===== config.mk =====
export PLATFORM = sky130hd
export DESIGN_NAME = baud_tick_gen
export DESIGN_NICKNAME = d
export VERILOG_FILES = /design/src/rtl/baud_pkg.sv /design/src/rtl/baud_rst_sync.sv /design/src/rtl/baud_cfg_reg.sv /design/src/rtl/baud_sample_div.sv /design/src/rtl/baud_bit_div.sv /design/src/rtl/baud_tick_gen.sv
export SDC_FILE = /design/constraint.sdc
export NUM_CORES = 1
export LEC_CHECK = 0
export BUFFER_PORTS_ARGS = -buffer_cell sky130_fd_sc_hd__buf_2
export CORE_ASPECT_RATIO = 0.7
export CORE_MARGIN = 2
export CORE_UTILIZATION = 52
export CTS_BUF_LIST = sky130_fd_sc_hd__clkbuf_8
export DETAILED_ROUTE_END_ITERATION = 6
export HOLD_SLACK_MARGIN = 0.05
export PLACE_DENSITY = 0.88
export SYNTH_ARGS = -nofsm -noshare
export SYNTH_HDL_FRONTEND = slang
export SYNTH_SLANG_ARGS = --single-unit

===== constraint.sdc =====
create_clock -name clk -period 2.4 [get_ports clk]
set_input_delay 0.48 -clock clk [delete_from_list [all_inputs] [get_ports clk]]
set_output_delay 0.48 -clock clk [all_outputs]
set_load 0.005 [all_outputs]

===== src/rtl/baud_pkg.sv =====
package baud_pkg;

  parameter int unsigned CFG_W         = 32;
  parameter int unsigned DIV_W         = 13;
  parameter int unsigned OSR_W         = 5;
  parameter int unsigned SPB_W         = OSR_W + 1;

  // field placement inside the configuration word
  parameter int unsigned DIV_LSB       = 0;
  parameter int unsigned TWO_STOP_POS  = 13;
  parameter int unsigned PAR_EN_POS    = 15;
  parameter int unsigned PAR_ODD_POS   = 16;
  parameter int unsigned DUAL_EDGE_POS = 17;
  parameter int unsigned OSR_LSB       = 24;

  // samples per bit when the ratio code is zero
  parameter int unsigned ZERO_CODE_SPB = 16;

  function automatic logic [SPB_W-1:0] spb_of(input logic [OSR_W-1:0] code);
    if (code == '0) return SPB_W'(ZERO_CODE_SPB);
    return SPB_W'(code) + SPB_W'(1);
  endfunction

  function automatic logic code_reserved(input logic [OSR_W-1:0] code);
    return (code == OSR_W'(1)) || (code == OSR_W'(2));
  endfunction

  function automatic logic code_needs_dual(input logic [OSR_W-1:0] code);
    return (code >= OSR_W'(3)) && (code <= OSR_W'(6));
  endfunction

endpackage


===== src/rtl/baud_rst_sync.sv =====
module baud_rst_sync #(
  parameter int unsigned STAGES = 2
) (
  input  logic clk,
  input  logic rst_ni,
  output logic rst_no
);

  logic [STAGES-1:0] sync_q;

  always_ff @(posedge clk or negedge rst_ni) begin
    if (!rst_ni) sync_q <= '0;
    else         sync_q <= {sync_q[STAGES-2:0], 1'b1};
  end

  assign rst_no = sync_q[STAGES-1];

endmodule


===== src/rtl/baud_cfg_reg.sv =====
module baud_cfg_reg
  import baud_pkg::*;
(
  input  logic             clk,
  input  logic             rst_n,
  input  logic             we,
  input  logic [CFG_W-1:0] wdata,
  output logic [DIV_W-1:0] div_q,
  output logic [OSR_W-1:0] osr_q,
  output logic             two_stop_q,
  output logic             par_en_q,
  output logic             par_odd_q,
  output logic             dual_edge_q
);

  logic [DIV_W-1:0] div_n;
  logic [OSR_W-1:0] osr_n, osr_w;
  logic             two_stop_n, par_en_n, par_odd_n, dual_edge_n;

  assign osr_w = wdata[OSR_LSB +: OSR_W];

  always_comb begin
    div_n       = div_q;
    osr_n       = osr_q;
    two_stop_n  = two_stop_q;
    par_en_n    = par_en_q;
    par_odd_n   = par_odd_q;
    dual_edge_n = dual_edge_q;
    if (we) begin
      div_n       = wdata[DIV_LSB +: DIV_W];
      two_stop_n  = wdata[TWO_STOP_POS];
      par_en_n    = wdata[PAR_EN_POS];
      par_odd_n   = wdata[PAR_ODD_POS];
      dual_edge_n = wdata[DUAL_EDGE_POS];
      if (!code_reserved(osr_w)) osr_n = osr_w;
    end
  end

  always_ff @(posedge clk or negedge rst_n) begin
    if (!rst_n) begin
      div_q       <= '0;
      osr_q       <= '0;
      two_stop_q  <= 1'b0;
      par_en_q    <= 1'b0;
      par_odd_q   <= 1'b0;
      dual_edge_q <= 1'b0;
    end else begin
      div_q       <= div_n;
      osr_q       <= osr_n;
      two_stop_q  <= two_stop_n;
      par_en_q    <= par_en_n;
      par_odd_q   <= par_odd_n;
      dual_edge_q <= dual_edge_n;
    end
  end

  a_r4_reserved_keeps_code: assert property (@(posedge clk) disable iff (!rst_n)
    (we && code_reserved(osr_w)) |=> $stable(osr_q));

  a_r4_code_never_reserved: assert property (@(posedge clk) disable iff (!rst_n)
    !code_reserved(osr_q));

endmodule


===== src/rtl/baud_sample_div.sv =====
module baud_sample_div #(
  parameter int unsigned DIV_W = 13
) (
  input  logic             clk,
  input  logic             rst_n,
  input  logic             restart,
  input  logic [DIV_W-1:0] load_val,
  input  logic [DIV_W-1:0] div,
  output logic             tick
);

  logic [DIV_W-1:0] cnt_q, cnt_n;
  logic             run;

  assign run  = (div != '0);
  assign tick = run && (cnt_q == DIV_W'(1));

  always_comb begin
    cnt_n = cnt_q;
    if (restart)                   cnt_n = load_val;
    else if (!run)                 cnt_n = '0;
    else if (cnt_q <= DIV_W'(1))   cnt_n = div;
    else                           cnt_n = cnt_q - DIV_W'(1);
  end

  always_ff @(posedge clk or negedge rst_n) begin
    if (!rst_n) cnt_q <= '0;
    else        cnt_q <= cnt_n;
  end

  a_r1_count_within_divisor: assert property (@(posedge clk) disable iff (!rst_n)
    cnt_q <= div);

  a_r8_sample_restart_loads: assert property (@(posedge clk) disable iff (!rst_n)
    restart |=> (cnt_q == $past(load_val)));

endmodule


===== src/rtl/baud_bit_div.sv =====
module baud_bit_div #(
  parameter int unsigned SPB_W = 6
) (
  input  logic             clk,
  input  logic             rst_n,
  input  logic             restart,
  input  logic             samp_tick,
  input  logic [SPB_W-1:0] spb,
  output logic             bit_tick
);

  logic [SPB_W-1:0] cnt_q, cnt_n;
  logic             last;

  assign last     = (cnt_q == spb - SPB_W'(1));
  assign bit_tick = samp_tick && last;

  always_comb begin
    cnt_n = cnt_q;
    if (restart)        cnt_n = '0;
    else if (samp_tick) cnt_n = last ? '0 : cnt_q + SPB_W'(1);
  end

  always_ff @(posedge clk or negedge rst_n) begin
    if (!rst_n) cnt_q <= '0;
    else        cnt_q <= cnt_n;
  end

  a_r3_count_below_spb: assert property (@(posedge clk) disable iff (!rst_n)
    cnt_q < spb);

  a_r8_bit_restart_clears: assert property (@(posedge clk) disable iff (!rst_n)
    restart |=> (cnt_q == '0));

endmodule


===== src/rtl/baud_tick_gen.sv =====
module baud_tick_gen
  import baud_pkg::*;
(
  input  logic        clk,
  input  logic        rst_n,
  input  logic        cfg_we,
  input  logic [31:0] cfg_wdata,
  output logic        sample_tick,
  output logic        bit_tick,
  output logic        two_stop,
  output logic        parity_on,
  output logic        parity_odd,
  output logic        dual_edge,
  output logic        osr_misconfig
);

  logic             rst_s_n;
  logic [DIV_W-1:0] div_q;
  logic [OSR_W-1:0] osr_q;
  logic             two_stop_q, par_en_q, par_odd_q, dual_edge_q;
  logic [SPB_W-1:0] spb;

  baud_rst_sync #(.STAGES(2)) u_rst (
    .clk    (clk),
    .rst_ni (rst_n),
    .rst_no (rst_s_n)
  );

  baud_cfg_reg u_cfg (
    .clk         (clk),
    .rst_n       (rst_s_n),
    .we          (cfg_we),
    .wdata       (cfg_wdata),
    .div_q       (div_q),
    .osr_q       (osr_q),
    .two_stop_q  (two_stop_q),
    .par_en_q    (par_en_q),
    .par_odd_q   (par_odd_q),
    .dual_edge_q (dual_edge_q)
  );

  assign spb = spb_of(osr_q);

  baud_sample_div #(.DIV_W(DIV_W)) u_samp (
    .clk      (clk),
    .rst_n    (rst_s_n),
    .restart  (cfg_we),
    .load_val (cfg_wdata[DIV_LSB +: DIV_W]),
    .div      (div_q),
    .tick     (sample_tick)
  );

  baud_bit_div #(.SPB_W(SPB_W)) u_bit (
    .clk       (clk),
    .rst_n     (rst_s_n),
    .restart   (cfg_we),
    .samp_tick (sample_tick),
    .spb       (spb),
    .bit_tick  (bit_tick)
  );

  assign two_stop      = two_stop_q;
  assign parity_on     = par_en_q;
  assign parity_odd    = par_en_q & par_odd_q;
  assign dual_edge     = dual_edge_q;
  assign osr_misconfig = code_needs_dual(osr_q) && !dual_edge_q;

  a_r2_off_means_silent: assert property (@(posedge clk) disable iff (!rst_s_n)
    (div_q == '0) |-> (!sample_tick && !bit_tick));

  a_r3_bit_on_sample: assert property (@(posedge clk) disable iff (!rst_s_n)
    bit_tick |-> sample_tick);

  a_r6_odd_needs_enable: assert property (@(posedge clk) disable iff (!rst_s_n)
    parity_odd |-> parity_on);

endmodule


==> results of run 1 <==
[layer usage]
layer  vias up  GRT usage, %  share of wire, %
li1       1108             -                 -
met1      1180          35.2                39
met2       198          38.8                46
met3        44          5.94                12
met4         0          9.38               3.6
met5         -             0                 0
[registers in the layout (all words and copies together) (netlist names)]
name and count:
u_cfg.div_q 13, u_samp.cnt_q 13, u_bit.cnt_q 6, u_cfg.osr_q 5, u_rst.sync_q 2, u_cfg.dual_edge_q 1
u_cfg.par_en_q 1, u_cfg.par_odd_q 1, u_cfg.two_stop_q 1
[worst max-delay path, cell delays in order, from the launching register on]
cell	delay [ns]
dfrtp_1	0.43
inv_2	0.08
ha_4	0.16
nor4b_4	0.14
or2_4	0.28
ha_4	0.18
xor2_2	0.18
xnor2_1	0.16
nor3_2	0.12
nand3b_1	0.14
nor3_2	0.17
buf_2	0.13
[synth_stat cells, drive strengths merged (2+ instances only)]
master and number:
xor2 6, o211ai 4, nand3b 2, nand3 6
dfrtp 43, or2 2, o311ai 3, ha 7
nor2 17, nand2b 3, a21oi 6, nor2b 2
buf 5, or3 2, o21ai 40, inv 21
mux2 6, or4 2, clkbuf 5, nor4 5
xnor2 10, nor3 5, nand2 46, and3 6
[worst paths after layout]
| check | startpoint | to | slack (ns) | depth (start not counted) |
|---|---|---|---|---|
| setup / recovery | u_cfg.osr_q[0] | bit_tick | -0.54 | 11 |
| hold / removal | u_rst.sync_q[1] | u_samp.cnt_q[1] | 0.31 | 1 |
| setup reg to reg | u_cfg.osr_q[0] | u_bit.cnt_q[3] | -0.15 | 12 |
| hold reg to reg | u_rst.sync_q[1] | u_samp.cnt_q[1] | 0.31 | 1 |
| max in group asynchronous | u_rst.sync_q[1] | u_bit.cnt_q[2] | 1.74 | 1 |
| min in group clk | u_rst.sync_q[0] | u_rst.sync_q[1] | 0.36 | 0 |
[power groups by stage]
| stage | logic, mW | registers [mW] | clock network (mW) |
|---|---|---|---|
| 3_5_place_dp | 0.457 | 0.850 | 0 |
| 6_report | 0.600 | 0.847 | 0.605 |
| 4_1_cts | 0.491 | 0.841 | 0.602 |
| 2_1_floorplan | 0.284 | 0.857 | 0 |
| 3_3_place_gp | 0.436 | 0.847 | 0 |
| 5_1_grt | 0.645 | 0.853 | 0.644 |
[through the flow]
| step | hold WS (ns) | util [%] | area, sq um | std cells |
|---|---|---|---|---|
| global placement | 0.265 | 64.9 | 2890 | 386 |
| detailed placement | 0.267 | 64.9 | 2890 | 386 |
| finish | 0.306 | 74.0 | 3300 | 407 |
| CTS | 0.319 | 70.1 | 3120 | 400 |
| floorplan | 0.184 | - | 2480 | 278 |
| global route | 0.354 | 74.0 | 3300 | 407 |
[cell families after synthesis]
group           after synthesis  share of synthesized area [%]
simple gates                106                           22.2
mux                           6                           2.73
fa+ha+maj                     7                           3.54
other cells                   1                          0.152
xor+xnor                     16                           5.66
compound gates               67                           16.4
flops                        43                           43.5
buf+inv                      32                           5.76
[timing repair]
item,CTS,global route
setup buffers,5,7
setup endpoints to repair,7,11
hold endpoints to repair,2,0
resized for setup,12,23
pin swaps,11,14
hold buffers,1,0
[area by class of cell]
type | instances | area share (%)
Multi-Input combinational cell | 203 | 43.7
Sequential cell | 43 | 32.6
Timing Repair Buffer | 76 | 15.3
Inverter | 22 | 2.58
Clock buffer | 6 | 2.51
Tap cell | 55 | 2.09
Clock inverter | 2 | 1.18
==> results, run 1 <==
- The min-delay analysis places its worst path in the category reg -> async.
- The synthesized netlist contains 55 unique library cells.
- Entering global routing, the biggest net connects 42 pins.
- The register share of total power is 41.3%.
- The final layout contains routed wiring with a total length of 7.44 mm.
- The sequential cell area fraction in the yosys report is 43.5%.
- The data arrival at the endpoint of the critical path is 2.46 ns.
- In the layout the commonest cells are nand2_1, buf_4, dfrtp_1.
- STA classifies the critical path endpoint as an output pin.
- The total number of placement rows is 20.
- OpenSTA, run right after detailed placement, puts the worst setup slack at -0.171 ns.
- The async set-or-reset flop fraction in the synthesized netlist is 100%.
- The fraction of final layout cells with drive strength greater than 1 is 34.9%.
- The storage element area is 1080 sq um.
- The antenna cell count is 0.
- The total clock sinks is 43.
- Fill cells in the final layout number 256.
- The die covers 5340 sq um.
- The required time of the worst setup path is 1.92 ns.
- The total congestion overflow after global routing is 0.
- In this run the clock root is driven by a clkbuf_8.
- The synthesized instance count is 278.
- The clock latency on the worst-skew pair is 0.31 ns.
- After synthesis, the cell types taking the most area are dfrtp_1, nand2_1, o21ai_0.
- The element type at the critical path start is a flip-flop.
- The number of global-route vias before repair is 2171.
- The overall fraction of global-route tracks in use is 25.1%.
- TritonCTS built the clock tree.
- The worst pin sits at a relative slew slack of 65.8%.
- In the final layout, the multi-input gates occupy 1440 sq um.
- Summing internal, switching and leakage power gives 2.05 mW.
- The max-cap violation count is 0.
- Leaving out fill and tap cells, the most frequent cell in the layout is nand2_1.
- The post-synthesis cell area is 2470 sq um.
- The average wire per standard cell is 18.3 microns.
- In this run the worst path has a maximum fanout of 4.
- The CTS buffer count is 5.
- The final-report hold violation count was 0.
- For the pin with the worst max-slew slack, the measured transition is 0.512 ns.
- Internal power comes to 1.42 mW.
- The core region is 4450 sq um.
- The net switching power of the design is 636 uW.
- In this run the power density over the cells is 623 nW/um^2.
- For the final database, setup skew stands at 0.0108 ns.
- The number of warnings issued by yosys is 0.
- The combinational fraction of design power is 29.2%.
- After synthesis, the largest area contributor takes up 43.5% of total cell area.
- The library cell occupying the most area in the post-synthesis netlist is dfrtp_1.
- The I/O pin count is 42.
- The clock share of power is 29.5%.
- The post-synthesis net count is 320.
- A synthesized cell averages 8.90 sq um.
- The die height is 61.7 microns.
- The critical setup path kind is reg -> out.
- The synthesized design contains 43 register bits.
- The most frequently used flop master after synthesis is dfrtp_1.
- For this run, the top clock speed supported by timing is 340 MHz.
- The number of antenna violations at the first check in global routing is 0.
- The final critical path takes up 123% of the cycle.
- The flow ran to the end, but the final reports show violations.
- In the post-route analysis, the smallest setup slack over all paths is -0.543 ns.
- The half-perimeter wire length after detailed placement is 4.36 mm.
- The count of pins over their slew limit is 0.
- After detailed routing, the number of vias per cell comes to 6.22.
- The summed negative setup slack over all endpoints is -1.47 ns.
- The wire length of the first global-routing pass is 10.1 mm.
- In this run, synthesis inferred 0 flip-flops with an integrated enable.
- The final count of negative-setup-slack endpoints is 8.
- The first routing iteration left 435 violations.
- For this design the static power due to leakage is 1.53 nW.
- The clock slew seen by the registers of the worst setup and hold paths is 0.09 ns.
- The clock passes through at most 2 buffers.
- Once detail routing completed, the nets flagged for antenna violations numbered 0.
- The final-stage net count is 393.
- Relative to the synthesized area, the layout overhead comes to 33.2%.
- The number of iterations in the first detailed-routing pass is 5.
- IR analysis of the VDD net gives a maximum drop of 465 uV.
- The time the final worst path needs with I/O delays and setup is 2.94 ns.
- The die is 86.5 microns wide.
- Input and output buffers added on the ports amount to 31.
- The total number of vias is 2530.
- The detailed-route DRC error count is 0.
- The switching share of total power is 31.0%.
- Setup repair after global routing could not meet its margin everywhere.
- The effective utilization at floorplan is 55.6%.
- The maximum level of the CTS H-tree is 2.
- The checks that failed: negative setup slack.
- The final RePlAce weighted congestion is 0.885.
(Power assumes the default switching activity.)
==> run 2: changes to the inputs <==
--- a/config.mk
+++ b/config.mk
@@ -6,10 +6,10 @@
 export NUM_CORES = 1
 export LEC_CHECK = 0
 export BUFFER_PORTS_ARGS = -buffer_cell sky130_fd_sc_hd__buf_2
-export CORE_ASPECT_RATIO = 0.7
 export CORE_MARGIN = 2
 export CORE_UTILIZATION = 52
 export CTS_BUF_LIST = sky130_fd_sc_hd__clkbuf_8
+export CTS_CLUSTER_SIZE = 8
 export DETAILED_ROUTE_END_ITERATION = 6
 export HOLD_SLACK_MARGIN = 0.05
 export PLACE_DENSITY = 0.88
==> run 2 against run 1 <==
The run still ends with negative setup slack left. Critical path depth unchanged. Sequential share of layout area up 0.63 points. Clock skew down 0.0042 ns. Design area down 1.9%. Via count down 10%. Register-to-register slack worse by 0.08 ns.
==> results, run 2 (synthesis gave the netlist of run 1 again) <==
- The run finished, with violations left.
- The library cell used most frequently in the layout, excluding fill and tap cells, is nand2_1.
- TritonCTS built the clock tree.
- The routed via count divided by cell count was 5.63 (-9.4%).
- The combinational fraction of design power is 25.1% (-4.1 points).
- The largest registers in the layout are u_cfg.div_q (13), u_samp.cnt_q (13), u_bit.cnt_q (6).
- The area of the die is 5330 sq um (-0.16%).
- The total congestion overflow after global routing is 0 (unchanged).
- The effective utilization at floorplan is 53.1% (-2.5 points).
- The required time of the worst setup path came to 1.92 ns (about the same).
- Setup repair after global routing could not meet its margin everywhere.
- Traced cell by cell, the critical path runs through inv_2 -> ha_4 -> nor4b_4 -> or2_4 -> ha_4 -> xor2_2 -> xnor2_1 -> nor3_1 -> nand3b_1 -> nor3_2 -> buf_2.
- The antenna cell count is 0 (unchanged).
- The worst-case clock skew is 0.00663 ns (-0.00419 ns).
- The detailed-route DRC error count is 0 (unchanged).
- The overall fraction of global-route tracks in use is 24.1% (-1.0 points).
- The maximum level of the CTS H-tree is 2 (unchanged).
- The DRC violation total after the first TritonRoute iteration is 122 (-72%).
- The number of buffers inserted by port buffering is 31 (unchanged).
- The critical setup path kind is reg -> out.
- The storage element area is 1080 sq um (unchanged).
- The final design instance area without fill was 3230 sq um (-1.9%).
- In the layout the commonest cells are nand2_1, dfrtp_1, buf_4.
- The total area of multi-input combinational cells is 1370 sq um (-5.0%).
- The net switching power of the design was 588 uW (-7.6%).
- The number of global-route vias before repair is 2325 (+7.1%).
- The total number of vias is 2269 (-10%).
- The final-stage net count came to 390 (-0.76%).
- The wire length of the first global-routing pass is 10.1 mm (about the same).
- The placeable core region came to 4660 sq um (+4.6%).
- The average wire per standard cell is 14.7 microns (-19%).
- The residual antenna-violating net count after detailed routing is 0 (unchanged).
- The worst setup path is captured at an output pin.
- The final RePlAce weighted congestion is 0.874 (-1.2%).
- The total detailed-routing wirelength is 5.94 mm (-20%).
- The CTS buffer count was 5 (unchanged).
- The static power due to leakage is 1.51 nW (-1.0%).
- The total chip power came to 2.05 mW (-0.12%).
- The root buffer cell chosen for the clock tree is clkbuf_8.
- The number of buffers between clock root and the deepest sink was 2 (unchanged).
- The final-report hold violation count is 0 (unchanged).
- The maximum number of pins on one net before global-route repair is 39 (-7.1%).
- The checks that failed: negative setup slack.
- The core utilization of the finished layout is 69.4% (-4.6 points).
- The part of the cycle the worst path needs was 125% (+2.2 points).
- The fraction of final layout cells with drive strength greater than 1 is 32.4% (-2.6 points).
- The number of iterations in the first detailed-routing pass is 4 (-1).
- The register share of total power came to 41.4% (about the same).
- The I/O pin count is 42 (unchanged).
- The number of antenna violations at the first check in global routing is 0 (unchanged).
- The internal power component was 1.46 mW (+3.2%).
- The slew at the pin with the worst max-slew slack is 0.901 ns (+0.389 ns).
- The final worst slack is -0.595 ns (-0.0523 ns).
- The clock latency on the worst-skew pair came to 0.30 ns (about the same).
- The switching share of total power was 28.7% (-2.3 points).
- The normalized max-slew margin is 39.9% (-26 points).
- The area growth from synthesis to layout is 30.6%.
- The number of fill cells in the layout came to 334 (+30%).
- The instance area after placement is 2890 sq um (about the same).
- The die height is 73.0 microns (+18%).
- The clock share of power is 33.5% (+4.0 points).
- The clock slew seen by the registers of the worst setup and hold paths was 0.09 ns (about the same).
- The worst setup path is launched from a flip-flop.
- The floorplan die width is 73.0 microns (-16%).
- The total number of placement rows came to 25 (+25%).
- The critical path's most frequent cell is ha_4.
- The data arrival at the endpoint of the critical path is 2.52 ns (+0.06 ns).
- The highest attainable clock frequency came to 334 MHz (-1.7%).
- The time the final worst path needs with I/O delays and setup is 3.00 ns (+0.0523 ns).
- The highest net fanout along the worst path was 4 (unchanged).
- The count of pins over their slew limit is 0 (unchanged).
- The tightest min-delay check is of the reg -> reg type.
- The max-cap violation count was 0 (unchanged).
- The slowest stage of the critical path is the dfrtp_1 cell.
- The total power divided by cell area was 634 nW/um^2 (+1.8%).
- The final count of negative-setup-slack endpoints is 8 (unchanged).
- The worst ir drop on vdd is 523 uV (+12%).
- The half-perimeter wire length after detailed placement was 4.14 mm (-5.0%).
- The maximum single-stage delay on the critical path is 0.40 ns (-0.03 ns).
- The total clock sinks was 43 (unchanged).
## run 2: timing repair
action	CTS	global route
gates resized for setup	9	18
hold endpoints to repair	2	0
endpoints found under the setup margin	6	18
hold buffers	1	0
setup buffers	6	4
pin swaps	7	13
## run 2: final timing paths
path	startpoint	to	slack (ns)	depth (start not counted)
max	u_cfg.osr_q[0]	bit_tick	-0.60	11
min	u_rst.sync_q[0]	u_rst.sync_q[1]	0.36	0
max reg2reg	u_cfg.osr_q[0]	u_bit.cnt_q[2]	-0.23	13
min reg2reg	u_rst.sync_q[0]	u_rst.sync_q[1]	0.36	0
max in group asynchronous	u_rst.sync_q[1]	u_samp.cnt_q[10]	1.29	1
min in group asynchronous	u_rst.sync_q[1]	u_cfg.two_stop_q	0.38	0
## run 2: worst max-delay path: cells and delay by family (launching register included)
family                     cells  cell delay, ns
buffers and inverters          2            0.21
xor gates and xnor gates       2            0.33
and+or+nand+nor                5            0.94
adders and majority gates      2            0.33
DFF                            1            0.40
## run 2: final cells by class
type,count,area share [%]
clock inverter,3,2.21
timing repair buffer,73,15.3
multi-input combinational,203,42.3
tap,54,2.09
clock buffer,5,2.13
inverter,22,2.71
sequential,43,33.3
## run 2: metrics by stage
stage	worst slack [ns]	std cells	hold WS [ns]	setup TNS, ns
after floorplan	-0.178	278	0.184	-0.178
after global placement	-0.197	385	0.266	-0.227
after detailed placement	-0.239	385	0.268	-0.493
after CTS	-0.547	399	0.357	-0.988
after global routing	-0.735	403	0.362	-2.84
final	-0.595	403	0.356	-1.84
## run 2: power groups by stage
stage               logic (mW)  clock network, mW  registers, mW
floorplan                0.284                  0          0.857
global placement         0.413                  0          0.858
detailed placement       0.435                  0          0.862
CTS                      0.465              0.700          0.850
global route             0.573              0.719          0.859
finish                   0.514              0.686          0.849
## run 2: routing by layer
layer  vias up  global-route usage [%]  share of wire (%)
met5         -                       0                  0
met4         0                    8.23                1.4
met3        10                    3.87                3.3
met2        53                    44.5                 55
met1      1104                    27.9                 40
li1       1102                       -                  -
